===== src/rtl/gpio_port_pkg.sv =====
package gpio_port_pkg;

    typedef logic [7:0] addr_t;

    localparam addr_t OFS_OE_SET   = 8'h00;
    localparam addr_t OFS_OE_CLR   = 8'h04;
    localparam addr_t OFS_OE_STAT  = 8'h08;
    localparam addr_t OFS_OUT_SET  = 8'h10;
    localparam addr_t OFS_OUT_CLR  = 8'h14;
    localparam addr_t OFS_OUT_DATA = 8'h18;
    localparam addr_t OFS_PIN_DATA = 8'h1C;
    localparam addr_t OFS_OD_EN    = 8'h20;

    typedef enum logic [3:0] {
        SEL_NONE,
        SEL_OE_SET,
        SEL_OE_CLR,
        SEL_OE_STAT,
        SEL_OUT_SET,
        SEL_OUT_CLR,
        SEL_OUT_DATA,
        SEL_PIN_DATA,
        SEL_OD_EN
    } reg_sel_e;

    function automatic reg_sel_e decode_addr(input addr_t a);
        reg_sel_e s;
        unique case (a)
            OFS_OE_SET:   s = SEL_OE_SET;
            OFS_OE_CLR:   s = SEL_OE_CLR;
            OFS_OE_STAT:  s = SEL_OE_STAT;
            OFS_OUT_SET:  s = SEL_OUT_SET;
            OFS_OUT_CLR:  s = SEL_OUT_CLR;
            OFS_OUT_DATA: s = SEL_OUT_DATA;
            OFS_PIN_DATA: s = SEL_PIN_DATA;
            OFS_OD_EN:    s = SEL_OD_EN;
            default:      s = SEL_NONE;
        endcase
        return s;
    endfunction

endpackage


===== src/rtl/gpio_reg_bank.sv =====
module gpio_reg_bank
    import gpio_port_pkg::*;
#(
    parameter int NLINES = 32
) (
    input  logic              clk,
    input  logic              rst_n,
    input  reg_sel_e          sel,
    input  logic              wr,
    input  logic [NLINES-1:0] wdata,
    output logic [NLINES-1:0] oe_q,
    output logic [NLINES-1:0] odsr_q,
    output logic [NLINES-1:0] od_q
);

    always_ff @(posedge clk or negedge rst_n) begin
        if (!rst_n) begin
            oe_q   <= '0;
            odsr_q <= '0;
            od_q   <= '0;
        end else if (wr) begin
            unique case (sel)
                SEL_OE_SET:   oe_q   <= oe_q | wdata;
                SEL_OE_CLR:   oe_q   <= oe_q & ~wdata;
                SEL_OUT_SET:  odsr_q <= odsr_q | wdata;
                SEL_OUT_CLR:  odsr_q <= odsr_q & ~wdata;
                SEL_OUT_DATA: odsr_q <= wdata;
                SEL_OD_EN:    od_q   <= wdata;
                default: ;
            endcase
        end
    end

endmodule


===== src/rtl/gpio_in_sync.sv =====
module gpio_in_sync #(
    parameter int NLINES = 32,
    parameter int STAGES = 2
) (
    input  logic              clk,
    input  logic              rst_n,
    input  logic              en,
    input  logic [NLINES-1:0] d,
    output logic [NLINES-1:0] q
);

    logic [NLINES-1:0] chain [STAGES];

    always_ff @(posedge clk or negedge rst_n) begin
        if (!rst_n) begin
            for (int i = 0; i < STAGES; i++) chain[i] <= '0;
        end else if (en) begin
            chain[0] <= d;
            for (int i = 1; i < STAGES; i++) chain[i] <= chain[i-1];
        end
    end

    assign q = chain[STAGES-1];

endmodule


===== src/rtl/gpio_pad_drive.sv =====
module gpio_pad_drive #(
    parameter int NLINES = 32
) (
    input  logic [NLINES-1:0] oe,
    input  logic [NLINES-1:0] odsr,
    input  logic [NLINES-1:0] od,
    output logic [NLINES-1:0] pad_out,
    output logic [NLINES-1:0] pad_oe
);

    for (genvar i = 0; i < NLINES; i++) begin : g_line
        always_comb begin
            if (od[i]) begin
                pad_out[i] = 1'b0;
                pad_oe[i]  = oe[i] & ~odsr[i];
            end else begin
                pad_out[i] = odsr[i];
                pad_oe[i]  = oe[i];
            end
        end
    end

endmodule


===== src/rtl/gpio_port_ctrl.sv =====
module gpio_port_ctrl
    import gpio_port_pkg::*;
#(
    parameter int NLINES = 32
) (
    input  logic              clk,
    input  logic              rst_n,
    input  logic              clk_en,
    input  logic [7:0]        bus_addr,
    input  logic              bus_wr,
    input  logic              bus_rd,
    input  logic [NLINES-1:0] bus_wdata,
    output logic [NLINES-1:0] bus_rdata,
    input  logic [NLINES-1:0] pad_in,
    output logic [NLINES-1:0] pad_out,
    output logic [NLINES-1:0] pad_oe
);

    reg_sel_e          sel;
    logic [NLINES-1:0] oe_q, odsr_q, od_q, pin_q;

    assign sel = decode_addr(bus_addr);

    gpio_reg_bank #(.NLINES(NLINES)) u_regs (
        .clk   (clk),
        .rst_n (rst_n),
        .sel   (sel),
        .wr    (bus_wr),
        .wdata (bus_wdata),
        .oe_q  (oe_q),
        .odsr_q(odsr_q),
        .od_q  (od_q)
    );

    gpio_in_sync #(.NLINES(NLINES), .STAGES(2)) u_sync (
        .clk  (clk),
        .rst_n(rst_n),
        .en   (clk_en),
        .d    (pad_in),
        .q    (pin_q)
    );

    gpio_pad_drive #(.NLINES(NLINES)) u_drive (
        .oe     (oe_q),
        .odsr   (odsr_q),
        .od     (od_q),
        .pad_out(pad_out),
        .pad_oe (pad_oe)
    );

    always_comb begin
        bus_rdata = '0;
        if (bus_rd) begin
            unique case (sel)
                SEL_OE_STAT:  bus_rdata = oe_q;
                SEL_OUT_DATA: bus_rdata = odsr_q;
                SEL_PIN_DATA: bus_rdata = pin_q;
                SEL_OD_EN:    bus_rdata = od_q;
                default:      bus_rdata = '0;
            endcase
        end
    end

endmodule


===== config.mk =====
export PLATFORM = sky130hd
export DESIGN_NAME = gpio_port_ctrl
export DESIGN_NICKNAME = d
export VERILOG_FILES = /design/src/rtl/gpio_port_pkg.sv /design/src/rtl/gpio_reg_bank.sv /design/src/rtl/gpio_in_sync.sv /design/src/rtl/gpio_pad_drive.sv /design/src/rtl/gpio_port_ctrl.sv
export SDC_FILE = /design/constraint.sdc
export NUM_CORES = 1
export LEC_CHECK = 0
export ABC_AREA = 1
export BUFFER_PORTS_ARGS = -buffer_cell sky130_fd_sc_hd__buf_2
export CORE_AREA = 2 2 107 161
export CTS_BUF_LIST = sky130_fd_sc_hd__clkbuf_8
export DETAILED_ROUTE_END_ITERATION = 6
export DIE_AREA = 0 0 109 163
export GPL_ROUTABILITY_DRIVEN = 0
export GPL_TIMING_DRIVEN = 0
export PLACE_DENSITY = 0.77
export REMOVE_ABC_BUFFERS = 1
export SLEW_MARGIN = 20
export SYNTH_ARGS = -nofsm -noshare
export SYNTH_HDL_FRONTEND = slang
export SYNTH_SLANG_ARGS = --single-unit

===== constraint.sdc =====
create_clock -name clk -period 1.2 [get_ports clk]
set_clock_uncertainty 0.05 [all_clocks]
set_input_delay 0.06 -clock clk [delete_from_list [all_inputs] [get_ports clk]]
set_output_delay 0.06 -clock clk [all_outputs]
set_load 0.02 [all_outputs]

==> impl_results.md <==
- Register Area: 4020 µm²
- Grt total ovfl: 0
- # setup viols final: 191
- Register area share after synthesis: 0.486
- Number of CTS-inserted buffers: 17
- Routed via count: 9328
- Worst Setup End Kind: primary output
- Die ar.: 17800 µm²
- Cell row count: 58
- Initial antenna violation count: 2
- Synth Area in Simple Gates: 0.225
- Dpl cells: 1382
- Share of cells above drive strength 1: 0.370
- DP HPWL: 14.3 mm
- NumNets Final: 1458
- First-pass GRT wire length: 45.8 mm
- Root Buffer Master: clkbuf_8
- Number of synthesized flops with an enable pin: 0
- Largest net degree at the start of global routing: 83
- Tot Pwr: 13.5 mW
- MaxCap Viol Count: 0
- Fin util: 0.789
- RSZ-0062 raised after global routing: yes
- Minimum clock period: 1.87 ns
- Adder-Cell Fraction of Synth Area: 0
- CTS tree: built
- Worst Path Arrival: 1.76 ns
- # clock sinks: 160
- Initial DRC count: 910
- Synth-to-layout area growth: 57.7%
- Fmax: 535 MHz
- Fillers: 967
- Port Buf Inserts: 172
- Initial Utilization: 0.500
- Final Hold Fails: 0
- Main combinational cell family by area after synthesis: simple AND/OR/NAND/NOR gates
- Period utilization: 1.56
- Worst setup SP type: register
- Leakage: 6.40 nW
- Remaining antenna violation count: 0
- DRT Pass-1 Iters: 7
- Slew Limit Fails: 0
- Via/cell ratio: 5.82
- Post-synthesis register bit count: 160
- CORE AREA: 16500 µm²
- Vias in the first global route: 8825
- Main synth FF type: dfrtp_1
- Tot GR Track Use: 0.342
- Placed inst area: 9280 µm²
- Die width: 109 µm
- Setup TNS: -35.33 ns
- Worst vdd ir: 0.000991 V
- Post-synthesis mux area share: 0.0437
- Status: finished with violations
- Die extent in y: 163 µm
- Hold crit path type: in -> reg
- IO Pins: 173
- Multi-input gate area: 4190 µm²
- Post-Layout Inst Area: 13000 µm²
- Count of different cell masters after synthesis: 28
- Post-synthesis compound-gate area fraction: 0.155
- Syn Inst Count: 1047
- Average size of a mapped cell: 7.87 µm²
- YS warnings: 0
- PwrDens: 1040 nW/µm²
- Req. time, crit path: 1.09 ns
- Clock latency on the worst-skew pair: 0.47 ns
- Failing checks: negative setup slack
- Minimum hold slack: 0.00510 ns
- Crit-path max FO: 2
- WS Path Type: reg -> out
- H-tree depth: 4
- Slew of the pin with the lowest slew margin: 0.814 ns
- Clock buffer depth: 2
- DR WL/cell: 21.9 µm
- Ys async rst share: 1.00
- Post-Synth XOR/XNOR Area: 0
- Post-Syn Area: 8240 µm²
- DP Worst Slack: -2.25 ns
- CTS clk-pin slew, worst paths: 0.09 ns
- Total Wirelength: 35.1 mm
- Slew margin rel.: 0.451
- DRC: 0
- Worst setup margin: -0.671 ns
- Cell Count, Final, Fillers Out: 1604
-- routing by layer --
| layer | global-route usage | wire [µm] |
|---|---|---|
| met3 | 0.0892 | 3630 |
| met1 | 0.386 | 11300 |
| met2 | 0.571 | 17500 |
| met4 | 0.206 | 2550 |
| met5 | 0 | 13 |
-- Yosys cell counts, types with 2 or more instances --
| master | number | area [µm²] |
|---|---|---|
| a211oi_1 | 17 | 128 |
| a21boi_0 | 32 | 240 |
| a21oi_1 | 17 | 85.1 |
| buf_1 | 2 | 7.51 |
| buf_2 | 18 | 90.1 |
| clkbuf_1 | 31 | 116 |
| dfrtp_1 | 160 | 4000 |
| inv_1 | 132 | 495 |
| inv_2 | 3 | 11.3 |
| mux2_2 | 32 | 360 |
| nand2_1 | 320 | 1200 |
| nand2_2 | 3 | 18.8 |
| nand3_1 | 31 | 155 |
| nand3_2 | 2 | 20.0 |
| nand4_1 | 15 | 93.8 |
| nor2_1 | 77 | 289 |
| nor2_2 | 3 | 18.8 |
| o211ai_1 | 32 | 240 |
| o21ai_0 | 111 | 556 |
-- critical path, cell delays in order, from the launching register on --
cell     delay, ns
dfrtp_1       0.51
inv_1         0.12
o21ai_0       0.22
inv_1         0.07
nand3_1       0.09
nand2_1       0.08
inv_2         0.08
buf_6         0.11
-- what timing repair did --
action / 4_1_cts / 5_1_grt
hold buffers: 65 / 0
setup buffers: 75 / 37
endpoints found under the hold margin: 206 / 0
cloned: 8 / 10
resized for setup: 261 / 197
setup endpoints to repair: 177 / 192
pin swaps: 31 / 54
-- final timing paths --
kind	startpoint	end	slack, ns	depth (start not counted)
setup / recovery	u_sync.q[25]$_DFFE_PN0P_	bus_rdata[25]	-0.67	7
hold / removal	bus_wr	u_regs.od_q[27]$_DFFE_PN0P_	0.005	3
setup reg to reg	u_sync.q[25]$_DFFE_PN0P_	u_sync.q[25]$_DFFE_PN0P_	-0.33	2
hold reg to reg	u_sync.chain[47]$_DFFE_PN0P_	u_sync.q[15]$_DFFE_PN0P_	0.44	2
max in group asynchronous	rst_n	u_regs.od_q[12]$_DFFE_PN0P_	0.14	3
min in group asynchronous	rst_n	u_sync.q[27]$_DFFE_PN0P_	0.08	2
-- final cells by class --
| type | instances | share of cell area |
|---|---|---|
| Sequential cell | 160 | 0.309 |
| Inverter | 137 | 0.0439 |
| Timing Repair Buffer | 357 | 0.272 |
| Multi-Input combinational cell | 706 | 0.323 |
| Timing Repair inverter | 2 | 0.00193 |
| Clock inverter | 11 | 0.00876 |
| Antenna cell | 1 | 0.000193 |
| Clock buffer | 20 | 0.0212 |
| Tap cell | 210 | 0.0202 |
-- placed cells by master, fill, tap and decap left out, drive strengths merged --
cell type      n
buf          282
inv          136
diode          1
nor2          83
clkinv        11
a21oi         19
nand4         15
o2111a         1
mux2          32
dlygate4sd3   65
bufinv         2
nand3         34
o21ai        111
bufbuf         1
nand2        330
clkbuf        29
a21boi        32
a211oi        17
o211ai        32
dfrtp        160
clkinvlp       1
-- power by group --
part / internal, mW / switching, mW / total [mW]
registers: 5.90 / 0.449 / 6.35
logic: 1.45 / 1.66 / 3.12
clock network: 1.99 / 2.09 / 4.08
total: 9.34 / 4.20 / 13.5
-- logic make-up after synthesis --
| family | count (synthesis) |
|---|---|
| flops | 160 |
| mux | 32 |
| compound gates | 211 |
| simple gates | 455 |
| buf+inv | 189 |
Note: power is estimated with default switching activity, not from simulation.
